<file path="config.mk">
export PLATFORM = sky130hd
export DESIGN_NAME = sc_core
export DESIGN_NICKNAME = d
export VERILOG_FILES = /design/src/rtl/sc_core_pkg.sv /design/src/rtl/sc_core_decode.sv /design/src/rtl/sc_core_alu.sv /design/src/rtl/sc_core_regfile.sv /design/src/rtl/sc_core_pc.sv /design/src/rtl/sc_core.sv
export SDC_FILE = /design/constraint.sdc
export NUM_CORES = 2
export LEC_CHECK = 0
export BUFFER_PORTS_ARGS = -buffer_cell sky130_fd_sc_hd__buf_4
export CORE_MARGIN = 2
export CORE_UTILIZATION = 40
export CTS_CLUSTER_DIAMETER = 200
export DETAILED_ROUTE_END_ITERATION = 10
export PLACE_DENSITY = 0.56
export REMOVE_ABC_BUFFERS = 1
export SLEW_MARGIN = 20
export SYNTH_ARGS = -nofsm -noshare
export SYNTH_HDL_FRONTEND = slang
export SYNTH_SLANG_ARGS = --single-unit
</file>
<file path="constraint.sdc">
create_clock -name clk -period 9.1 [get_ports clk]
set_clock_uncertainty 0.05 [all_clocks]
set_input_delay 0.455 -clock clk [delete_from_list [all_inputs] [get_ports clk]]
set_output_delay 0.455 -clock clk [all_outputs]
set_load 0.02 [all_outputs]
</file>
<file path="src/rtl/sc_core_pkg.sv">
package sc_core_pkg;

   localparam logic [5:0] OPC_RTYPE = 6'h00;
   localparam logic [5:0] OPC_JUMP  = 6'h02;
   localparam logic [5:0] OPC_BEQ   = 6'h04;
   localparam logic [5:0] OPC_ADDI  = 6'h09;
   localparam logic [5:0] OPC_LOAD  = 6'h23;
   localparam logic [5:0] OPC_STORE = 6'h2B;

   localparam logic [5:0] FN_ADD = 6'h21;
   localparam logic [5:0] FN_SUB = 6'h23;
   localparam logic [5:0] FN_AND = 6'h24;
   localparam logic [5:0] FN_OR  = 6'h25;
   localparam logic [5:0] FN_NOR = 6'h27;

   typedef enum logic [2:0] {
      ALU_ADD,
      ALU_SUB,
      ALU_AND,
      ALU_OR,
      ALU_NOR
   } alu_op_e;

   typedef struct packed {
      logic    reg_we;
      logic    dst_rt;
      logic    alu_imm;
      logic    mem_rd;
      logic    mem_wr;
      logic    is_beq;
      logic    is_jump;
      logic    is_halt;
      alu_op_e alu_op;
   } ctrl_t;

endpackage

</file>
<file path="src/rtl/sc_core_decode.sv">
module sc_core_decode
   import sc_core_pkg::*;
#(
   parameter int XLEN = 32
) (
   input  logic [XLEN-1:0] instr,
   output ctrl_t           ctrl
);

   localparam logic [XLEN-1:0] HALT_WORD = {XLEN{1'b1}};

   logic [5:0] opc;
   logic [5:0] fn;

   assign opc = instr[31:26];
   assign fn  = instr[5:0];

   always_comb begin
      ctrl        = '0;
      ctrl.alu_op = ALU_ADD;
      if (instr == HALT_WORD) begin
         ctrl.is_halt = 1'b1;
      end else begin
         case (opc)
            OPC_RTYPE: begin
               ctrl.reg_we = 1'b1;
               case (fn)
                  FN_ADD:  ctrl.alu_op = ALU_ADD;
                  FN_SUB:  ctrl.alu_op = ALU_SUB;
                  FN_AND:  ctrl.alu_op = ALU_AND;
                  FN_OR:   ctrl.alu_op = ALU_OR;
                  FN_NOR:  ctrl.alu_op = ALU_NOR;
                  default: ctrl.reg_we = 1'b0;
               endcase
            end
            OPC_ADDI: begin
               ctrl.reg_we  = 1'b1;
               ctrl.dst_rt  = 1'b1;
               ctrl.alu_imm = 1'b1;
            end
            OPC_LOAD: begin
               ctrl.reg_we  = 1'b1;
               ctrl.dst_rt  = 1'b1;
               ctrl.alu_imm = 1'b1;
               ctrl.mem_rd  = 1'b1;
            end
            OPC_STORE: begin
               ctrl.alu_imm = 1'b1;
               ctrl.mem_wr  = 1'b1;
            end
            OPC_BEQ:  ctrl.is_beq  = 1'b1;
            OPC_JUMP: ctrl.is_jump = 1'b1;
            default: ;
         endcase
      end
   end

endmodule

</file>
<file path="src/rtl/sc_core_alu.sv">
module sc_core_alu
   import sc_core_pkg::*;
#(
   parameter int W = 32
) (
   input  logic [W-1:0] a,
   input  logic [W-1:0] b,
   input  alu_op_e      op,
   output logic [W-1:0] y
);

   always_comb begin
      case (op)
         ALU_ADD: y = a + b;
         ALU_SUB: y = a - b;
         ALU_AND: y = a & b;
         ALU_OR:  y = a | b;
         ALU_NOR: y = ~(a | b);
         default: y = '0;
      endcase
   end

endmodule

</file>
<file path="src/rtl/sc_core_regfile.sv">
module sc_core_regfile #(
   parameter int W              = 32,
   parameter int NREGS          = 32,
   parameter bit CLEAR_ON_RESET = 1'b1,
   localparam int AW            = $clog2(NREGS)
) (
   input  logic          clk,
   input  logic          rst_n,
   input  logic [AW-1:0] ra_a,
   input  logic [AW-1:0] ra_b,
   output logic [W-1:0]  rdata_a,
   output logic [W-1:0]  rdata_b,
   input  logic          we,
   input  logic [AW-1:0] waddr,
   input  logic [W-1:0]  wdata
);

   if (NREGS < 2 || (1 << AW) != NREGS) begin : g_bad_depth
      $error("sc_core_regfile: NREGS must be a power of two of at least 2");
   end

   logic [W-1:0] bank [NREGS];

   for (genvar i = 0; i < NREGS; i++) begin : g_reg
      if (i == 0) begin : g_zero
         assign bank[i] = '0;
      end else if (CLEAR_ON_RESET) begin : g_clr
         logic [W-1:0] q;
         always_ff @(posedge clk or negedge rst_n) begin
            if (!rst_n) begin
               q <= '0;
            end else if (we && waddr == AW'(i)) begin
               q <= wdata;
            end
         end
         assign bank[i] = q;
      end else begin : g_keep
         logic [W-1:0] q;
         always_ff @(posedge clk) begin
            if (we && waddr == AW'(i)) begin
               q <= wdata;
            end
         end
         assign bank[i] = q;
      end
   end

   assign rdata_a = bank[ra_a];
   assign rdata_b = bank[ra_b];


   zero_read_chk: assert property (@(posedge clk) disable iff (!rst_n)
      (ra_b == '0) |-> (rdata_b == '0));

endmodule

</file>
<file path="src/rtl/sc_core_pc.sv">
module sc_core_pc #(
   parameter int              XLEN     = 32,
   parameter int              JIDX_W   = 26,
   parameter logic [XLEN-1:0] RESET_PC = '0,
   localparam int             TOPW     = XLEN - JIDX_W - 2
) (
   input  logic              clk,
   input  logic              rst_n,
   input  logic              advance,
   input  logic              take_branch,
   input  logic              take_jump,
   input  logic [XLEN-1:0]   br_offset,
   input  logic [JIDX_W-1:0] jump_index,
   output logic [XLEN-1:0]   pc_q
);

   if (TOPW < 1) begin : g_bad_jw
      $error("sc_core_pc: jump index too wide for XLEN");
   end

   logic [XLEN-1:0] pc_plus4;
   logic [XLEN-1:0] br_target;
   logic [XLEN-1:0] j_target;
   logic [XLEN-1:0] pc_next;

   assign pc_plus4  = pc_q + XLEN'(4);
   assign br_target = pc_plus4 + (br_offset << 2);
   assign j_target  = {pc_plus4[XLEN-1 -: TOPW], jump_index, 2'b00};

   always_comb begin
      if (take_jump) begin
         pc_next = j_target;
      end else if (take_branch) begin
         pc_next = br_target;
      end else begin
         pc_next = pc_plus4;
      end
   end

   always_ff @(posedge clk or negedge rst_n) begin
      if (!rst_n) begin
         pc_q <= RESET_PC;
      end else if (advance) begin
         pc_q <= pc_next;
      end
   end


   pc_align_chk: assert property (@(posedge clk) disable iff (!rst_n)
      pc_q[1:0] == 2'b00);

endmodule

</file>
<file path="src/rtl/sc_core.sv">
module sc_core
   import sc_core_pkg::*;
#(
   parameter int  XLEN       = 32,
   parameter int  NUM_REGS   = 32,
   parameter bit  CLEAR_REGS = 1'b1,
   localparam int RAW        = $clog2(NUM_REGS),
   localparam int IMM_W      = 16,
   localparam int JIDX_W     = 26
) (
   input  logic            clk,
   input  logic            rst_n,
   output logic [XLEN-1:0] imem_addr,
   input  logic [XLEN-1:0] imem_data,
   output logic [XLEN-1:0] dmem_addr,
   output logic [XLEN-1:0] dmem_wdata,
   output logic            dmem_we,
   output logic            dmem_re,
   input  logic [XLEN-1:0] dmem_rdata,
   output logic            halted
);

   if (XLEN != 32) begin : g_bad_xlen
      $error("sc_core: the instruction encoding fixes XLEN at 32");
   end
   if (NUM_REGS != 32) begin : g_bad_regs
      $error("sc_core: five-bit register fields need NUM_REGS of 32");
   end

   ctrl_t           ctrl;
   logic            halted_q;
   logic            run;
   logic [RAW-1:0]  rs_idx;
   logic [RAW-1:0]  rt_idx;
   logic [RAW-1:0]  rd_idx;
   logic [RAW-1:0]  wr_idx;
   logic [XLEN-1:0] rs_val;
   logic [XLEN-1:0] rt_val;
   logic [XLEN-1:0] imm_sx;
   logic [XLEN-1:0] alu_b;
   logic [XLEN-1:0] alu_y;
   logic [XLEN-1:0] wb_val;
   logic            rf_we;
   logic            br_taken;

   sc_core_decode #(.XLEN(XLEN)) u_dec (
      .instr (imem_data),
      .ctrl  (ctrl)
   );

   assign rs_idx = imem_data[25:21];
   assign rt_idx = imem_data[20:16];
   assign rd_idx = imem_data[15:11];
   assign imm_sx = {{(XLEN-IMM_W){imem_data[IMM_W-1]}}, imem_data[IMM_W-1:0]};

   always_ff @(posedge clk or negedge rst_n) begin
      if (!rst_n) begin
         halted_q <= 1'b0;
      end else if (ctrl.is_halt) begin
         halted_q <= 1'b1;
      end
   end

   assign run    = !halted_q && !ctrl.is_halt;
   assign halted = halted_q || ctrl.is_halt;

   sc_core_regfile #(
      .W              (XLEN),
      .NREGS          (NUM_REGS),
      .CLEAR_ON_RESET (CLEAR_REGS)
   ) u_rf (
      .clk     (clk),
      .rst_n   (rst_n),
      .ra_a    (rs_idx),
      .ra_b    (rt_idx),
      .rdata_a (rs_val),
      .rdata_b (rt_val),
      .we      (rf_we),
      .waddr   (wr_idx),
      .wdata   (wb_val)
   );

   assign alu_b = ctrl.alu_imm ? imm_sx : rt_val;

   sc_core_alu #(.W(XLEN)) u_alu (
      .a  (rs_val),
      .b  (alu_b),
      .op (ctrl.alu_op),
      .y  (alu_y)
   );

   assign dmem_addr  = alu_y;
   assign dmem_wdata = rt_val;
   assign dmem_we    = ctrl.mem_wr && run;
   assign dmem_re    = ctrl.mem_rd && run;

   assign wb_val = ctrl.mem_rd ? dmem_rdata : alu_y;
   assign wr_idx = ctrl.dst_rt ? rt_idx : rd_idx;
   assign rf_we  = ctrl.reg_we && run;

   assign br_taken = ctrl.is_beq && (rs_val == rt_val);

   sc_core_pc #(
      .XLEN   (XLEN),
      .JIDX_W (JIDX_W)
   ) u_pc (
      .clk         (clk),
      .rst_n       (rst_n),
      .advance     (run),
      .take_branch (br_taken),
      .take_jump   (ctrl.is_jump),
      .br_offset   (imm_sx),
      .jump_index  (imem_data[JIDX_W-1:0]),
      .pc_q        (imem_addr)
   );


   halt_sticky_chk: assert property (@(posedge clk) disable iff (!rst_n)
      halted |=> halted);


   pc_frozen_chk: assert property (@(posedge clk) disable iff (!rst_n)
      halted |=> $stable(imem_addr));


   no_mem_when_halted_chk: assert property (@(posedge clk) disable iff (!rst_n)
      halted |-> (!dmem_we && !dmem_re));


   pc_step_chk: assert property (@(posedge clk) disable iff (!rst_n)
      (!halted && !ctrl.is_beq && !ctrl.is_jump) |=> (imem_addr == $past(imem_addr) + XLEN'(4)));

endmodule

</file>
Word-level counts from Yosys, hierarchy flattened

Cells that the tools add are included.

Latch bits: 0
Memory bits (read-only): 0
Memory bits (writable): 0
Flip-flop bits (word level): 1025
Memories: 0
Logic and storage cells: 160

$mul: 0
Reductions and logical operators: 44
Magnitude comparators: 2
Equality and inequality tests: 47
Divide/modulo/power cells: 0
Add/sub/neg operators: 4
Muxes and demuxes: 25
Bitwise gates (word level): 5
Shifts and indexed selects: 0

Operator list:

| kind                                                      | number |
|---|---|
| binary-select mux 32 bit (select 5 bit)                   | 2 |
| 2-to-1 mux 32 bit                                         | 8 |
| one-hot mux 32 bit (5 select lines)                       | 1 |
| equality test 5 bit (second input constant)               | 16 |
| adder 32 bit                                              | 2 |
| equality test 6 bit (second input constant)               | 7 |
| equality test 5 x 4 -> 1 bit (second input constant)      | 8 |
| logical AND 1 bit                                         | 36 |
| adder 32 x 3 -> 32 bit (second input constant)            | 1 |
| bitwise AND 32 bit                                        | 1 |
| equality test 32 bit                                      | 1 |
| equality test 32 bit (second input constant)              | 1 |
| inverter 32 bit                                           | 1 |
| bitwise OR 32 bit                                         | 1 |
| subtractor 32 bit                                         | 1 |
| equality test 5 x 3 -> 1 bit (second input constant)      | 4 |
| greater-or-equal comparator 6 bit (second input constant) | 2 |
| inverter 5 -> 6 bit                                       | 2 |
| one-hot mux 3 bit (4 select lines)                        | 1 |
| equality test 5 x 2 -> 1 bit (second input constant)      | 2 |
| 2-to-1 mux 1 bit                                          | 8 |
| 2-to-1 mux 7 bit                                          | 1 |
| equality test 3 x 2 -> 1 bit (second input constant)      | 2 |
| equality test 6 x 2 -> 1 bit (second input constant)      | 1 |
| other kinds (15)                                          | 17 |

Depth between registers and ports, before layout

Depth after elaboration: 10
Depth in mapped cells: 29
Mapped depth without buffers: 22

By module

A second synthesis with hierarchy kept.

Cells, all modules: 4779
Area, all modules: 61677.9 µm²

Modules (own cells, without submodules):

| module          | area an instance (µm²) | times used | cells each |
|---|---|---|---|
| sc_core_regfile | 53226.0                | 1          | 3639 |
| sc_core_pc      | 3796.1                 | 1          | 485 |
| sc_core_alu     | 3239.4                 | 1          | 472 |
| sc_core         | 1196.1                 | 1          | 147 |
| sc_core_decode  | 220.2                  | 1          | 36 |

Worst setup path before layout

Ideal clock, no wire load.

Path kind: input to register
From: input port imem_data[16]
To: register u_rf.g_reg[21].g_clr.q[27]
Arrival time: 6.425 ns
Cell stages on the path: 26
Required time: 8.984 ns
Slack: 2.559 ns
Path buffers: 5
Cell sequence: buf_6 -> buf_12 -> buf_12 -> buf_12 -> mux4_2 -> a211oi_2 -> nor4_4 -> mux2i_1 -> ha_1 -> inv_1 -> nor4_1 -> a31oi_1 -> xor2_1 -> ha_1 -> a21o_1 -> a21o_1 -> a21oi_1 -> nor3b_1 -> a2111o_1 -> o21ai_0 -> nand2_1 -> xnor2_1 -> o21ai_0 -> mux2_2 -> clkbuf_1 -> mux2_2

Elaborated cells on any way between the ends: 27

RTL lines:

| what                                                      | line                                 | text |
|---|---|---|
| start, declared                                           | sc_core.sv:14                        | `input logic [XLEN-1:0] imem_data,` |
| inverter 5 -> 6 bit (implied by the code) (*)             | sc_core_regfile.sv:49                | `assign rdata_b = bank[ra_b];` |
| binary-select mux 32 bit (select 5 bit) (*)               | sc_core_regfile.sv:49                |  |
| 2-to-1 mux 32 bit (implied by the code) (*) (2 in series) | sc_core_regfile.sv:49                |  |
| via dmem_wdata[0]                                         | sc_core.sv:16                        | `output logic [XLEN-1:0] dmem_wdata,` |
| 2-to-1 mux 32 bit (*)                                     | sc_core.sv:83                        | `assign alu_b = ctrl.alu_imm ? imm_sx : rt_val;` |
| subtractor 32 bit or adder 32 bit (tied branches)         | sc_core_alu.sv:15, sc_core_alu.sv:14 |  |
| one-hot mux 32 bit (5 select lines) (*)                   | sc_core_alu.sv:13                    | `case (op)` |
| via dmem_addr[27]                                         | sc_core.sv:15                        | `output logic [XLEN-1:0] dmem_addr,` |
| 2-to-1 mux 32 bit (*)                                     | sc_core.sv:97                        | `assign wb_val = ctrl.mem_rd ? dmem_rdata : alu_y;` |
| end signal, assigned                                      | sc_core_regfile.sv:33                | `q <= wdata;` |
| end, declared                                             | sc_core_regfile.sv:28                | `logic [W-1:0] q;` |

Mark *: on every way through the listed nets, which the timed path passes. The rest lies on a longest branch. The select of a mux whose other input is x is not followed.
A chain may end at the register's enable or synchronous reset.

Worst setup path after layout

From: input port imem_data[17]
To: output port dmem_addr[24]

Word-level cells in the longest chain between the ends: 8
Elaborated cells on any way between the ends: 19

RTL lines:

| what                                                                      | line |
|---|---|
| parallel branches: the longest is 7 deep, another holds subtractor 32 bit | -- |
| one-hot mux 32 bit (5 select lines) (*)                                   | sc_core_alu.sv:13 |
| end, declared                                                             | sc_core.sv:15 |

Mark *: on every way between the ends. The select of a mux whose other input is x is not followed.

==> flow_summary.ini <==
[status]
outcome = complete, no violations

[job]
timing.max_cap.violations = 0

[synth]
synth-seq-cells = 1023
count_of_mapped_cells_out_of_synthesis = 6002
synth_area_um2 = 61500
synth_top_area_share_pct = 41.6
yosys_most_used_dff = sky130_fd_sc_hd__dfrtp_1
synth.distinct_cells = 106
yosysWarnings = 0
netlist.top_cell.by_area = sky130_fd_sc_hd__dfrtp_1
synth_area_per_inst_um2 = 10.2
synth.area.top_cells = sky130_fd_sc_hd__dfrtp_1 42%, sky130_fd_sc_hd__mux4_2 11%, sky130_fd_sc_hd__o21ai_0 6.7%
ys_seq_area_share_pct = 41.6
async_flop_share_pct = 100
synth_enable_flop_cells = 0

[critical_path]
worstPathMaxFanout = 35
kind_of_start_point_of_the_critical_path = input port
end_kind = output pin
required_ps = 8600
setup.worst_path.class = input port to output pin
worst-endpoint-arrival_ps = 8020

[placement]
placer_s_final_routability_congestion_estimate = 1.02
port_buffers = 162
dp_cells = 7886
dp_slack_ps = 859
dp.final_hpwl_mm = 173

[die]
fp-row-count = 143
dieWidth_um = 396
initial_utilization_pct = 40.4
floorplan.io_pins = 165
core_area_um2 = 152000
die_area_um2 = 157000
die_height_um = 396

[timing]
fin_setup_tns_ps = 0
final_min_period_over_clock_period_pct = 93.6
max_freq_mhz = 117
final_hold_viol_count = 0
setup_violation_total_in_the_final_timing_report = 0
timing.final.max_slew_violations = 0
grt_setup_unrepaired = no
post-route-min-period_ps = 8520
max_slew.worst_pin.slew_ps = 1310
max-slew-margin-rel_pct = 12.5
postLayoutSetupSlackWorst_ps = 578

[grt]
antenna_found_initial = 10
number_of_global_route_vias_before_repair = 49600
globalRouteTotalUtil_pct = 32.8
overflow = 0
grt_max_degree = 170
global_route_wire_length_before_repair_mm = 372

[clocking]
path_clk_slew_ps = 60
clock_latency_ps = 810
htree_levels = 3
cts_resized = 0
tritoncts = done
cts.sink_count = 1023
cts_max_path_buffers = 3
numCtsBuffers = 116
cts_root_buffer = sky130_fd_sc_hd__clkbuf_16

[cells_and_area]
syn_to_final_growth_pct = 11.7
final_layout_size_suffix_gt1_share_pct = 21.4
finish.net_count = 6112
final-instance-count-excl-fill = 8112
number_of_filler_instances_in_the_final_layout = 14400
postLayoutCoreUtil_pct = 45.1

[route]
drtAntennaViolNets = 0
total_number_of_vias = 51400
postRouteWirelength_mm = 260
drt_iter0_markers = 5999
drt_drc_violations_left = 0
detail_route.vias_per_cell = 6.33
final_routed_wire_length_divided_by_cell_count_um = 32.0
drt_pre_antenna_iters = 6

[pwr]
leakagePower_nw = 30.2
power_mw = 12.6
irDropWorstVdd_mv = 0.152
p_per_area_nw_per_um2 = 184

[hold_path]
timing.hold.worst.class = input port to register
critical path, stage by stage:
cell	delay (ps)
sky130_fd_sc_hd__clkbuf_8	330
sky130_fd_sc_hd__buf_4	580
sky130_fd_sc_hd__nor4bb_4	470
sky130_fd_sc_hd__buf_4	490
sky130_fd_sc_hd__a22oi_1	130
sky130_fd_sc_hd__nand4_1	140
sky130_fd_sc_hd__nor3_2	60
sky130_fd_sc_hd__buf_4	170
sky130_fd_sc_hd__mux2i_2	420
sky130_fd_sc_hd__nand4_4	220
sky130_fd_sc_hd__nor3_1	600
sky130_fd_sc_hd__a31oi_1	220
sky130_fd_sc_hd__xnor2_1	180
sky130_fd_sc_hd__ha_1	360
sky130_fd_sc_hd__o21a_1	190
sky130_fd_sc_hd__o21ai_0	510
sky130_fd_sc_hd__nand2b_1	150
sky130_fd_sc_hd__and3_1	220
sky130_fd_sc_hd__o21ai_0	180
sky130_fd_sc_hd__a21oi_1	180
sky130_fd_sc_hd__a41oi_1	470
sky130_fd_sc_hd__o211ai_1	190
sky130_fd_sc_hd__a21o_1	190
sky130_fd_sc_hd__nand3_1	470
sky130_fd_sc_hd__nand2_1	110
sky130_fd_sc_hd__buf_4	190
final cells by class:
cell class              instances  area, um^2  area share [%]
multi-input cells            4370       33100            48.3
flip-flops and latches       1023       25600            37.3
clock buffers                 182        3510            5.11
repair buffers                402        3240            4.72
well taps                    2030        2540            3.70
clock inverters                32         379           0.552
inverters                      67         251           0.366
diodes                          6        15.0          0.0219
repair_timing:
item                      CTS  global route
hold buffers                6             0
buffers inserted            0             0
hold endpoints to repair   56             0
layout by cell type (no fill, tap or decap), types with 33 or more instances in the layout:
cell / instances
sky130_fd_sc_hd__mux4_2: 309
sky130_fd_sc_hd__a21o_1: 48
sky130_fd_sc_hd__mux2i_1: 373
sky130_fd_sc_hd__a21oi_1: 173
sky130_fd_sc_hd__dfrtp_1: 1023
sky130_fd_sc_hd__inv_1: 62
sky130_fd_sc_hd__a31oi_1: 37
sky130_fd_sc_hd__o31ai_1: 37
sky130_fd_sc_hd__o22ai_1: 92
sky130_fd_sc_hd__nand3_1: 60
sky130_fd_sc_hd__o21ai_0: 824
sky130_fd_sc_hd__xnor2_1: 73
sky130_fd_sc_hd__nor3_1: 78
sky130_fd_sc_hd__a21oi_2: 33
sky130_fd_sc_hd__nor2b_1: 36
sky130_fd_sc_hd__clkbuf_16: 117
sky130_fd_sc_hd__mux2_2: 227
sky130_fd_sc_hd__nor2_1: 171
sky130_fd_sc_hd__a22oi_1: 99
sky130_fd_sc_hd__nand2_1: 980
sky130_fd_sc_hd__clkbuf_8: 35
sky130_fd_sc_hd__xor2_1: 57
sky130_fd_sc_hd__buf_4: 377
sky130_fd_sc_hd__ha_1: 64
cell usage after synthesis (all sizes together) (98+ instances only):
master and count:
nand2 1014, buf 180, o22ai 98, mux2 232, clkbuf 363, nor2 187, mux4 317, a21oi 206
a22oi 100, dfrtp 1023, o21ai 852, mux2i 396
final timing paths:
check | startpoint | endpoint | slack (ps) | cells after the start
max reg2reg | u_rf.g_reg[29].g_clr.q[2] | u_rf.g_reg[21].g_clr.q[26] | 1800 | 24
min | imem_data[1] | u_pc.pc_q[3] | 70 | 3
min reg2reg | u_pc.pc_q[31] | u_pc.pc_q[31] | 430 | 1
max in group asynchronous | rst_n | u_rf.g_reg[12].g_clr.q[11] | 6560 | 4
max | imem_data[17] | dmem_addr[24] | 580 | 26
min in group asynchronous | rst_n | u_rf.g_reg[15].g_clr.q[18] | 160 | 2
registers in the layout (all words and copies together), names as in the netlist:
name / count
u_rf.g.g_clr.q: 992
halted_q: 1
u_pc.pc_q: 30
metrics by stage:
| stage | hold slack [ps] | instance area (um^2) |
|---|---|---|
| after floorplan | 109 | 58700 |
| after global placement | 363 | 64700 |
| after detailed placement | 360 | 64700 |
| after CTS | 4.29 | 68700 |
| after global routing | 74.4 | 68700 |
| final | 65.3 | 68700 |
power by group:
part	leakage, nW	internal, mW	switching (mW)	total (mW)
Sequential	14.2	4.76	0.193	4.95
Clock	1.92	2.76	2.08	4.85
Combinational	14.1	0.952	1.88	2.83
cells by family (layout without fill, tap and decap cells):
family	Yosys count	after routing	share of synthesized area (%)
AO/OA/AOI/OAI	1613	1613	15.8
XOR/XNOR	130	130	1.85
AND/OR/NAND/NOR	1595	1595	11.6
buffers and inverters	610	683	5.06
adder cells (fa/ha/maj)	85	85	1.68
other	1	8	0.00610
multiplexers	945	945	22.4
flip-flops	1023	1023	41.6
routing by layer:
layer	vias to the layer above	part of all wire (%)	track usage (%)
met4	16	5.7	16.8
met2	2783	43	47.6
met3	600	10	8.56
met1	26000	41	45.0
met5	-	0.041	0
li1	21900	-	-
(Power assumes the default switching activity.)
